===== config.mk =====
export PLATFORM = sky130hd
export DESIGN_NAME = irq_vec_ctrl
export DESIGN_NICKNAME = d
export VERILOG_FILES = /design/src/rtl/irq_vec_pkg.sv /design/src/rtl/irq_lvl_reduce.sv /design/src/rtl/irq_ack_fsm.sv /design/src/rtl/irq_vec_ctrl.sv
export SDC_FILE = /design/constraint.sdc
export NUM_CORES = 1
export LEC_CHECK = 0
export ABC_AREA = 0
export CAP_MARGIN = 20
export CELL_PAD_IN_SITES_DETAIL_PLACEMENT = 0
export CELL_PAD_IN_SITES_GLOBAL_PLACEMENT = 1
export CORE_MARGIN = 2
export CORE_UTILIZATION = 30
export DETAILED_ROUTE_END_ITERATION = 7
export DONT_BUFFER_PORTS = 1
export GPL_TIMING_DRIVEN = 0
export PLACE_DENSITY = 0.52
export SLEW_MARGIN = 20
export SYNTH_ARGS = -nofsm -noshare
export SYNTH_HDL_FRONTEND = slang
export SYNTH_HIERARCHICAL = 1
export SYNTH_SLANG_ARGS = --single-unit

===== constraint.sdc =====
create_clock -name clk_i -period 1.9 [get_ports clk_i]
set_input_delay 0.19 -clock clk_i [delete_from_list [all_inputs] [get_ports clk_i]]
set_output_delay 0.19 -clock clk_i [all_outputs]
set_load 0.005 [all_outputs]

===== src/rtl/irq_vec_pkg.sv =====
package irq_vec_pkg;
  localparam int unsigned LVL_W     = 3;
  localparam int unsigned AUTO_BASE = 24;
  localparam int unsigned NMI_LVL   = 7;

  typedef logic [LVL_W-1:0] lvl_t;

  typedef enum logic [1:0] {
    ACK_IDLE   = 2'd0,
    ACK_SAMPLE = 2'd1,
    ACK_DONE   = 2'd2
  } ack_state_e;
endpackage


===== src/rtl/irq_lvl_reduce.sv =====
module irq_lvl_reduce
  import irq_vec_pkg::*;
#(
  parameter int unsigned N_REQ = 16
) (
  input  logic [N_REQ-1:0]       req_i,
  input  logic [N_REQ*LVL_W-1:0] req_lvl_i,
  output lvl_t                   best_o
);
  lvl_t act_lvl [N_REQ];

  for (genvar g = 0; g < N_REQ; g++) begin : g_req
    assign act_lvl[g] = req_i[g] ? req_lvl_i[g*LVL_W +: LVL_W] : '0;
  end

  always_comb begin
    best_o = '0;
    for (int i = 0; i < N_REQ; i++) begin
      if (act_lvl[i] > best_o) best_o = act_lvl[i];
    end
  end
endmodule


===== src/rtl/irq_ack_fsm.sv =====
module irq_ack_fsm
  import irq_vec_pkg::*;
#(
  parameter int unsigned VEC_W = 8,
  localparam int unsigned OFF_W = VEC_W + 2
) (
  input  logic             clk_i,
  input  logic             rst_ni,
  input  logic             iack_i,
  input  logic             irq_i,
  input  lvl_t             ipl_i,
  input  logic             avec_ni,
  input  logic [VEC_W-1:0] dev_vec_i,
  output logic             dev_ack_o,
  output logic             done_o,
  output logic [OFF_W-1:0] vec_off_o
);
  ack_state_e state_q;
  lvl_t       lvl_q;
  logic [VEC_W-1:0] auto_vec;

  assign auto_vec  = VEC_W'(AUTO_BASE) + VEC_W'(lvl_q);
  assign dev_ack_o = (state_q == ACK_SAMPLE) && avec_ni;
  assign done_o    = (state_q == ACK_DONE);

  always_ff @(posedge clk_i or negedge rst_ni) begin
    if (!rst_ni) begin
      state_q   <= ACK_IDLE;
      lvl_q     <= '0;
      vec_off_o <= '0;
    end else begin
      unique case (state_q)
        ACK_IDLE: if (iack_i && irq_i) begin
          lvl_q   <= ipl_i;
          state_q <= ACK_SAMPLE;
        end
        ACK_SAMPLE: begin
          // strap low forces the fixed per-level vector
          vec_off_o <= avec_ni ? {dev_vec_i, 2'b00} : {auto_vec, 2'b00};
          state_q   <= ACK_DONE;
        end
        ACK_DONE: state_q <= ACK_IDLE;
        default:  state_q <= ACK_IDLE;
      endcase
    end
  end
endmodule


===== src/rtl/irq_vec_ctrl.sv =====
module irq_vec_ctrl
  import irq_vec_pkg::*;
#(
  parameter int unsigned N_REQ = 16,
  parameter int unsigned VEC_W = 8,
  localparam int unsigned OFF_W = VEC_W + 2
) (
  input  logic                   clk_i,
  input  logic                   rst_ni,
  input  logic [N_REQ-1:0]       req_i,
  input  logic [N_REQ*LVL_W-1:0] req_lvl_i,
  input  logic [LVL_W-1:0]       mask_i,
  input  logic                   iack_i,
  input  logic                   avec_ni,
  input  logic [VEC_W-1:0]       dev_vec_i,
  output logic [LVL_W-1:0]       ipl_o,
  output logic                   irq_o,
  output logic                   dev_ack_o,
  output logic                   done_o,
  output logic [OFF_W-1:0]       vec_off_o
);
  lvl_t best;
  logic pass;

  irq_lvl_reduce #(.N_REQ(N_REQ)) u_reduce (
    .req_i    (req_i),
    .req_lvl_i(req_lvl_i),
    .best_o   (best)
  );

  // level 7 bypasses the mask
  assign pass = (best > mask_i) || (best == lvl_t'(NMI_LVL));

  always_ff @(posedge clk_i or negedge rst_ni) begin
    if (!rst_ni) begin
      ipl_o <= '0;
      irq_o <= 1'b0;
    end else begin
      ipl_o <= pass ? best : '0;
      irq_o <= pass && (best != '0);
    end
  end

  irq_ack_fsm #(.VEC_W(VEC_W)) u_ack (
    .clk_i    (clk_i),
    .rst_ni   (rst_ni),
    .iack_i   (iack_i),
    .irq_i    (irq_o),
    .ipl_i    (ipl_o),
    .avec_ni  (avec_ni),
    .dev_vec_i(dev_vec_i),
    .dev_ack_o(dev_ack_o),
    .done_o   (done_o),
    .vec_off_o(vec_off_o)
  );
endmodule


==> results of run 1 <==
[per-layer routing]
| layer | up-vias | GRT usage (%) | wire length [um] |
|---|---|---|---|
| li1 | 1684 | - | - |
| met1 | 1556 | 20.5 | 4290 |
| met2 | 71 | 29.7 | 4750 |
| met3 | 6 | 0.726 | 336 |
| met4 | 0 | 3.15 | 68 |
| met5 | - | 0 | 0 |
[critical path: cells and delay by family]
family	cells	cell delay, ns
adders and majority gates	14	3.57
muxes	3	0.93
buffers and inverters	21	2.47
and+or+nand+nor	23	3.60
AOI/OAI and AO/OA	37	6.33
[worst max-delay path by stage]
stage                  from            endpoint  depth (start not counted)
3_3_place_gp   req_lvl_i[2]     irq_o$_DFF_PN0_                         93
4_1_cts        req_lvl_i[5]  ipl_o[1]$_DFF_PN0_                         91
5_1_grt        req_lvl_i[5]     irq_o$_DFF_PN0_                         94
6_report       req_lvl_i[5]     irq_o$_DFF_PN0_                         98
2_1_floorplan  req_lvl_i[5]     irq_o$_DFF_PN0_                         92
3_5_place_dp   req_lvl_i[3]     irq_o$_DFF_PN0_                         94
[cell usage in the layout, fill, tap and decap left out, drive strengths merged, types with 2 or more instances in the layout]
master and n:
a21oi 26, o31ai 5, nand2 50, buf 99, o211a 3, mux2 13, nor2 21, a21o 7
a22oi 2, clkbuf 3, o21ai 23, mux2i 7, and3b 5, inv 24, o21bai 2, o21ba 2
a211oi 2, nand3b 11, or2 4, and2 27, nor3 4, a211o 3, a32oi 7, ha 48
conb 2, nand2b 5, dfrtp 17, a21boi 7, a31oi 8, o21a 10, nand3 14, nor2b 13
o211ai 5, a22o 2
[through the flow]
stage	hold slack, ns	TNS (ns)	util, %	instance area (um^2)	setup slack (ns)
6_report	0.0916	-59.92	49.8	5140	-14.99
5_1_grt	0.0883	-63.30	49.8	5140	-15.85
4_1_cts	0.0894	-59.43	46.2	4770	-14.87
3_5_place_dp	-0.105	-67.15	34.9	3600	-16.81
3_3_place_gp	-0.105	-67.05	34.9	3600	-16.79
2_1_floorplan	-0.106	-58.24	-	3430	-14.58
[cell families after synthesis]
group / after synthesis
and+or+nand+nor: 159
DFF: 17
adders and majority gates: 48
buffers and inverters: 28
AOI/OAI and AO/OA: 125
muxes: 20
other: 1
[registers in the layout, summed over array words and instances, names as in the netlist]
register         flops
ipl_o                3
irq_o                1
u_ack/lvl_q          3
u_ack/state_q        2
u_ack/vec_off_o      8
[timing repair]
item / CTS / global route
endpoints found under the hold margin: 17 / 0
gates resized for setup: 88 / 49
endpoints found under the setup margin: 4 / 4
buffers inserted: 77 / 19
pin swaps: 83 / 79
hold buffers: 1 / 0
[layout make-up]
| type | count | area share (%) |
|---|---|---|
| inverter | 24 | 1.80 |
| buffer | 4 | 0.657 |
| sequential | 17 | 8.27 |
| tap | 136 | 3.31 |
| multi-input combinational | 354 | 70.5 |
| timing repair buffer | 96 | 14.5 |
| clock inverter | 1 | 0.0973 |
| clock buffer | 3 | 0.803 |
==> impl_metrics.yaml, run 1 <==
run_status:
  outcome: "finished, violations left"
  violations: "negative setup slack"
critical_path:
  endpoint_kind: "flip-flop"
  crit_required_ns: 2.08
  rr_endpoint: "u_ack/lvl_q[2]$_DFFE_PN0P_"
  reg2reg_depth: 2
  cp.arrival_ns: 17.07
  r2r_setup_slack_ns: 0.66
  worstPathMaxFanout: 6
  cpMostUsedCell: "buf_4"
  worstSetupStartpointType: "input port"
  critical_path.slowest_cell: "or3_4"
  r2r_start: "u_ack/state_q[1]$_DFFE_PN0P_"
  crit_type: "in2reg"
  slowest_delay_ns: 0.41
logic_synthesis:
  ys_seq_area_share_pct: 13.3
  synth_xor_area_share_pct: 0
  avgSynthCellArea_um2: 8.04
  synth_edf_count: 0
  synth_top_area_share_pct: 18.8
  yosys-top-cells-area: "ha_1, dfrtp_1, nand2_1"
  ys_types: 67
  synth.top_cells.by_count: "nand2_1, ha_1, and2_1, inv_1, a21oi_1"
  synth_top_family_by_area: "compound AO/OA/AOI/OAI gates"
  synth.ff_latch_count: 17
  yosysMostFrequentCell: "nand2_1"
  synth_top_cell_by_area: "ha_1"
  synth_compound_area_share_pct: 29.5
  synth_adder_area_share_pct: 18.8
  yosys_most_used_dff: "dfrtp_1"
  yosysWarningCount: 6
  synthMuxAreaShare_pct: 7.47
  yosys.area_share.simple_pct: 26.9
  ys_async_sr_fraction_pct: 100
  synth_area_mm2: 0.00320
  synthCells: 398
detailed_routing:
  antenna_left: 0
  firstDrtPassIters: 4
  drc_errors: 0
  wire_per_inst_um: 14.9
  first_iter_violations: 103
  num_vias: 3317
  wl_mm: 9.45
  viasPerCell: 5.22
sta:
  setup_ws_ns: -14.99
  final-max-slew-violation-count: 0
  finalHoldViolations: 0
  relSlewSlack_pct: 49.7
  max_freq_mhz: 59.2
  skew_ns: 0.00445
  setup_viol: 4
  rsz0062_at_grt: "yes"
  tightest_slew_ns: 0.752
  period_share_pct: 889
  layout_min_cycle_time_ns: 16.89
clock_tree:
  cts_htree_levels: 1
  cts_made_buffers: 3
  clkSlewWorstSetupHoldPaths_ns: 0.06
  cts_tree: "built"
  root_buffer: "clkbuf_8"
  clock_sinks: 17
  cts_buffer_depth: 2
  clock_latency_ns: 0.25
placed_design:
  placedCellCount: 535
  numPortBuffers: 0
  gp_congestion: 0.739
  dp_hpwl_mm: 6.91
floorplanning:
  fp.coreArea_mm2: 0.0103
  fp.dieW_um: 107
  dieArea_mm2: 0.0115
  rows: 37
  start_util_pct: 31.0
  floorplan.io_pins: 95
  fp.dieH_um: 107
worst_hold_path:
  hp-start: "dev_vec_i[7]"
  hold-path-endpoint: "u_ack/vec_off_o[9]$_DFFE_PN0N_"
  hold_depth: 2
  min_path_type: "in2reg"
global_route:
  grt_max_degree: 18
  grt-ovfl-total: 0
  grt_pass1_wl_mm: 15.2
  grt_pass1_vias: 3305
  grt_util_all_layers_pct: 16.0
  antenna_found_initial: 0
layout:
  antenna_cells: 0
  multi_input_area_mm2: 0.00363
  final_cells: 635
  seqCellArea_um2: 425
  n_fill_cell: 977
  nets: 627
  area_delta_synth_final_pct: 60.8
  drive_gt1_share_pct: 53.1
flow_run:
  drv_cap: 0
Power of run 1 is left out: the tool's default activity adds up to more than one toggle a clock period on the data nets, which glitch-free logic cannot reach.
==> inputs of run 2 (changes only) <==
Settings changed: PLACE_DENSITY 0.52 to 0.53, SYNTH_HIERARCHICAL 1 to default.
==> run 2 against run 1 <==
The run still ends with negative setup slack left. Cell area shrank 7.8%. Final cell count shrank 0.16%. Maximum frequency shrank 2.2%. Synthesized cell count grew 3.3%. Flip-flop and latch count is the same. Utilization shrank 1.5 points. Critical path type unchanged.
==> impl_metrics.yaml, run 2 <==
placed_design:
  numPortBuffers: 0
  dp_hpwl_mm: 6.97
  gp_congestion: 0.744
  placedCellCount: 545
sta:
  tns_ns: -61.19
  tightest_slew_ns: 0.754
  relSlewSlack_pct: 49.5
  period_share_pct: 909
  setup_ws_ns: -15.37
  hold_slack_ns: 0.0785
  skew_ns: 0.00208
  finalHoldViolations: 0
  max_freq_mhz: 57.9
  final-max-slew-violation-count: 0
  setup_viol: 4
  rsz0062_at_grt: "yes"
  layout_min_cycle_time_ns: 17.27
clock_tree:
  root_buffer: "clkbuf_8"
  cts_made_buffers: 3
  cts_tree: "built"
  clock_sinks: 17
  clock_latency_ns: 0.25
  clkSlewWorstSetupHoldPaths_ns: 0.07
  cts_buffer_depth: 2
  cts_htree_levels: 1
global_route:
  grt_pass1_vias: 3355
  grt_max_degree: 18
  use_met1_pct: 22.6
  antenna_found_initial: 0
  grt-ovfl-total: 0
  grt_util_all_layers_pct: 16.5
  use_met2_pct: 28.7
  grt_pass1_wl_mm: 15.4
  grt.busiest_layer: "met2"
  grt_use_met3_pct: 1.56
logic_synthesis:
  yosysWarningCount: 0
  synth_top_area_share_pct: 19.7
  synth_adder_area_share_pct: 19.7
  synthMuxAreaShare_pct: 4.15
  synth_xor_area_share_pct: 0
  synth_top_cell_by_area: "ha_1"
  synth_compound_area_share_pct: 30.0
  yosys-top-cells-area: "ha_1, dfrtp_1, nand2_1"
  synth_edf_count: 0
  synth.top_cells.by_count: "nand2_1, ha_1, a21oi_1, inv_1, nor2_1"
  synth_area_mm2: 0.00305
  synth.ff_latch_count: 17
  yosysMostFrequentCell: "nand2_1"
  synth_top_family_by_area: "compound AO/OA/AOI/OAI gates"
  yosys.area_share.simple_pct: 27.8
  synthCells: 411
  ys_types: 63
  avgSynthCellArea_um2: 7.41
  ys_seq_area_share_pct: 14.0
  yosys_most_used_dff: "dfrtp_1"
  ys_async_sr_fraction_pct: 100
layout:
  antenna_cells: 0
  final_cells: 634
  largest_register_ffs: 8
  mostFrequentLayoutCells: "buf_4, nand2_1, ha_1, inv_1, nor2_1"
  drive_gt1_share_pct: 45.5
  largestRegisters: "u_ack.vec_off_o x8, ipl_o x3, u_ack.lvl_q x3"
  nets: 629
  n_fill_cell: 1035
  area_delta_synth_final_pct: 55.5
  top_register: "u_ack.vec_off_o"
  mostFrequentLayoutCell: "buf_4"
critical_path:
  crit_type: "in2reg"
  worstPathMaxFanout: 6
  rr_endpoint: "u_ack.vec_off_o[7]$_DFFE_PN0N_"
  crit_path_end: "irq_o$_DFF_PN0_"
  critPathLaunch: "req_lvl_i[5]"
  cpMostUsedCell: "nand3b_1"
  critical_path.slowest_cell: "ha_1"
  r2r_setup_slack_ns: 0.47
  slowest_delay_ns: 0.36
  r2r_start: "u_ack.state_q[0]$_DFFE_PN0P_"
  endpoint_kind: "flip-flop"
  worstSetupStartpointType: "input port"
  cp.arrival_ns: 17.46
  crit_required_ns: 2.09
  reg2reg_depth: 5
detailed_routing:
  drc_errors: 0
  antenna_left: 0
  first_iter_violations: 83
  num_vias: 3271
  wl_mm: 9.34
  wire_per_inst_um: 14.7
  firstDrtPassIters: 4
  viasPerCell: 5.16
flow_run:
  drv_cap: 0
floorplanning:
  start_util_pct: 31.0
  rows: 36
  fp.dieH_um: 105
  dieArea_mm2: 0.0110
  fp.dieW_um: 105
  fp.coreArea_mm2: 0.00982
  floorplan.io_pins: 95
run_status:
  violations: "negative setup slack"
  outcome: "finished, violations left"
worst_hold_path:
  min_path_type: "in2reg"
  hold_depth: 2
==> run 2: cell types whose count changed after synthesis, moves of 5 or more <==
cell / delta
nor2_1: +5
and3_1: +6
mux2_4: -6
nor2b_1: -8
and3b_1: -5
a21oi_1: +9
nand2_1: +18
==> run 2: how the worst min path moves through the flow <==
stage / slack (ns) / from / end
final: 0.08 / dev_vec_i[6] / u_ack.vec_off_o[8]$_DFFE_PN0N_
after global routing: 0.09 / dev_vec_i[7] / u_ack.vec_off_o[9]$_DFFE_PN0N_
after CTS: 0.08 / dev_vec_i[6] / u_ack.vec_off_o[8]$_DFFE_PN0N_
after detailed placement: -0.11 / rst_ni / u_ack.vec_off_o[9]$_DFFE_PN0N_
after global placement: -0.11 / rst_ni / u_ack.vec_off_o[9]$_DFFE_PN0N_
after floorplan: -0.11 / rst_ni / ipl_o[0]$_DFF_PN0_
==> run 2: cell families after synthesis <==
group / Yosys count
other cells: 1
flops: 17
buf+inv: 33
mux: 12
compound gates: 128
fa+ha+maj: 48
simple gates: 172
==> run 2: timing repair <==
action,CTS,global route
hold buffers,1,0
endpoints found under the setup margin,4,4
hold endpoints to repair,17,0
resized for setup,66,44
cloned,0,0
setup buffers,62,22
pin swaps,75,47
==> run 2: area by class of cell <==
| cell class | instances | area, um^2 | share of cell area (%) |
|---|---|---|---|
| buffer | 5 | 26.3 | 0.555 |
| clock buffer | 3 | 41.3 | 0.871 |
| clock inverter | 1 | 5.00 | 0.106 |
| inverter | 28 | 105 | 2.22 |
| multi-input combinational | 362 | 3310 | 69.8 |
| sequential | 17 | 425 | 8.98 |
| tap | 133 | 166 | 3.51 |
| timing repair buffer | 85 | 659 | 13.9 |
==> run 2: through the flow <==
step,worst slack (ns),utilization [%],area (um^2)
after global placement,-16.98,35.6,3490
after floorplan,-14.41,-,3330
after CTS,-15.27,44.6,4380
after global routing,-16.41,48.3,4740
after detailed placement,-16.93,35.6,3490
final,-15.37,48.3,4740
==> run 2: routing by layer <==
metal	part of all wire, %	up-vias
met5	0	-
met4	0.40	0
met3	3.1	4
met2	50	54
met1	47	1530
li1	-	1683
==> run 2: worst max-delay path, delay by kind of cell <==
| kind | cells | cell delay [ns] |
|---|---|---|
| multiplexers | 3 | 0.83 |
| AO/OA/AOI/OAI | 39 | 6.87 |
| AND/OR/NAND/NOR | 35 | 4.93 |
| adder cells (fa/ha/maj) | 16 | 4.29 |
| buffers and inverters | 4 | 0.33 |
Power of run 2 is left out for the same reason.
==> inputs of run 3 (changes only) <==
Settings changed: HOLD_SLACK_MARGIN from default to 0.12.
==> run 3 against run 2 <==
The run still ends with negative setup slack left. Utilization is 0.31 points higher. Wire length is 0.32% higher. Die area unchanged. Global-route usage increased by 0.078 points. Flip-flop and latch count unchanged. Via count increased by 0.28%. Non-clock buffer count rose by 3. Critical path depth did not move. Clock skew about the same. Final cell count grew 0.47%. Maximum frequency about the same. Critical endpoint unchanged. Largest cell class unchanged.
==> impl_metrics.yaml, run 3 (synthesis results as in run 2) <==
clock_tree:
  cts_made_buffers: 3
  cts_htree_levels: 1
  clkSlewWorstSetupHoldPaths_ns: 0.07
  root_buffer: "clkbuf_8"
  cts_buffer_depth: 2
  clock_latency_ns: 0.25
  cts_tree: "built"
  clock_sinks: 17
layout:
  top_register: "u_ack.vec_off_o"
  largestRegisters: "u_ack.vec_off_o x8, ipl_o x3, u_ack.lvl_q x3"
  drive_gt1_share_pct: 45.2
  antenna_cells: 0
  multi_input_area_mm2: 0.00331
  area_delta_synth_final_pct: 56.5
  seqCellArea_um2: 425
  nets: 632
  largest_register_ffs: 8
  n_fill_cell: 1032
  mostFrequentLayoutCells: "buf_4, nand2_1, ha_1, inv_1, nor2_1"
  mostFrequentLayoutCell: "buf_4"
critical_path:
  crit_type: "in2reg"
  worstPathMaxFanout: 6
  slowest_delay_ns: 0.36
  worstSetupStartpointType: "input port"
  path_buf_inv: 4
  endpoint_kind: "flip-flop"
  worstSetupPathDepth: 97
  critical_path.top_delay_family: "compound AO/OA/AOI/OAI gates"
  cpMostUsedCell: "nand3b_1"
  critical_path.slowest_cell: "ha_1"
  critPathLaunch: "req_lvl_i[5]"
  crit_required_ns: 2.09
  r2r_setup_slack_ns: 0.47
  reg2reg_depth: 5
  cp.arrival_ns: 17.47
  crit_path_end: "irq_o$_DFF_PN0_"
  rr_endpoint: "u_ack.vec_off_o[7]$_DFFE_PN0N_"
  r2r_start: "u_ack.state_q[0]$_DFFE_PN0P_"
run_status:
  violations: "negative setup slack"
  outcome: "finished, violations left"
detailed_routing:
  first_iter_violations: 75
  drc_errors: 0
  antenna_left: 0
  wl_mm: 9.37
  firstDrtPassIters: 4
  viasPerCell: 5.15
  num_vias: 3280
  wire_per_inst_um: 14.7
sta:
  finalHoldViolations: 0
  hold_slack_ns: 0.124
  final-max-slew-violation-count: 0
  max_freq_mhz: 57.9
  setup_ws_ns: -15.38
  skew_ns: 0.00210
  tns_ns: -61.22
  relSlewSlack_pct: 49.6
  rsz0062_at_grt: "yes"
  tightest_slew_ns: 0.753
  layout_min_cycle_time_ns: 17.28
  period_share_pct: 909
  setup_viol: 4
floorplanning:
  fp.dieW_um: 105
  floorplan.io_pins: 95
  start_util_pct: 31.0
  dieArea_mm2: 0.0110
  fp.dieH_um: 105
  rows: 36
  fp.coreArea_mm2: 0.00982
global_route:
  grt_max_degree: 18
  grt_util_all_layers_pct: 16.6
  grt-ovfl-total: 0
  grt_pass1_wl_mm: 15.5
  grt_pass1_vias: 3366
  antenna_found_initial: 0
flow_run:
  drv_cap: 0
placed_design:
  gp_congestion: 0.744
  numPortBuffers: 0
  dp_hpwl_mm: 6.97
worst_hold_path:
  min_path_type: "in2reg"
==> run 3: worst reg2reg max path, stage by stage (launching register included) <==
cell	delay (ns)
dfrtp_1	0.39
nand2b_1	0.07
clkbuf_1	0.30
clkbuf_1	0.41
nand2_1	0.09
o21ai_0	0.09
==> run 3: layout make-up <==
| cell class | instances | share of cell area, % |
|---|---|---|
| Buffer | 5 | 0.551 |
| Clock buffer | 3 | 0.866 |
| Clock inverter | 1 | 0.105 |
| Inverter | 28 | 2.20 |
| Multi-Input combinational cell | 362 | 69.4 |
| Sequential cell | 17 | 8.92 |
| Tap cell | 133 | 3.49 |
| Timing Repair Buffer | 88 | 14.5 |
==> run 3: metal layers <==
metal | wire length (um) | global-route usage [%] | part of all wire, %
met1 | 4370 | 22.7 | 47
met2 | 4670 | 28.8 | 50
met3 | 290 | 1.56 | 3.1
met4 | 37 | 2.29 | 0.40
met5 | 0 | 0 | 0
==> run 3: metrics by stage <==
stage | setup WS, ns | cell area, um^2 | utilization, % | std cells
4_1_cts | -15.27 | 4410 | 44.9 | 615
3_5_place_dp | -16.93 | 3490 | 35.6 | 545
6_report | -15.38 | 4770 | 48.6 | 637
2_1_floorplan | -14.41 | 3330 | - | 412
5_1_grt | -16.41 | 4770 | 48.6 | 637
3_3_place_gp | -16.98 | 3490 | 35.6 | 545
==> run 3: how the worst min path moves through the flow <==
stage                                                end  slack, ns         start  cells after the start
after CTS                 u_ack.vec_off_o[6]$_DFFE_PN0N_       0.12  dev_vec_i[4]                      2
final                     u_ack.vec_off_o[6]$_DFFE_PN0N_       0.12  dev_vec_i[4]                      2
after floorplan                       ipl_o[0]$_DFF_PN0_      -0.11        rst_ni                      0
after global placement    u_ack.vec_off_o[9]$_DFFE_PN0N_      -0.11        rst_ni                      0
after global routing        u_ack.state_q[0]$_DFFE_PN0P_       0.13        iack_i                      2
after detailed placement  u_ack.vec_off_o[9]$_DFFE_PN0N_      -0.11        rst_ni                      0
==> run 3: repair_timing <==
item	4_1_cts	5_1_grt
gates resized for setup	66	44
hold endpoints to repair	20	0
pin swaps	75	47
setup endpoints to repair	4	4
hold buffers	4	0
setup buffers	62	22
Power of run 3 is left out for the same reason.
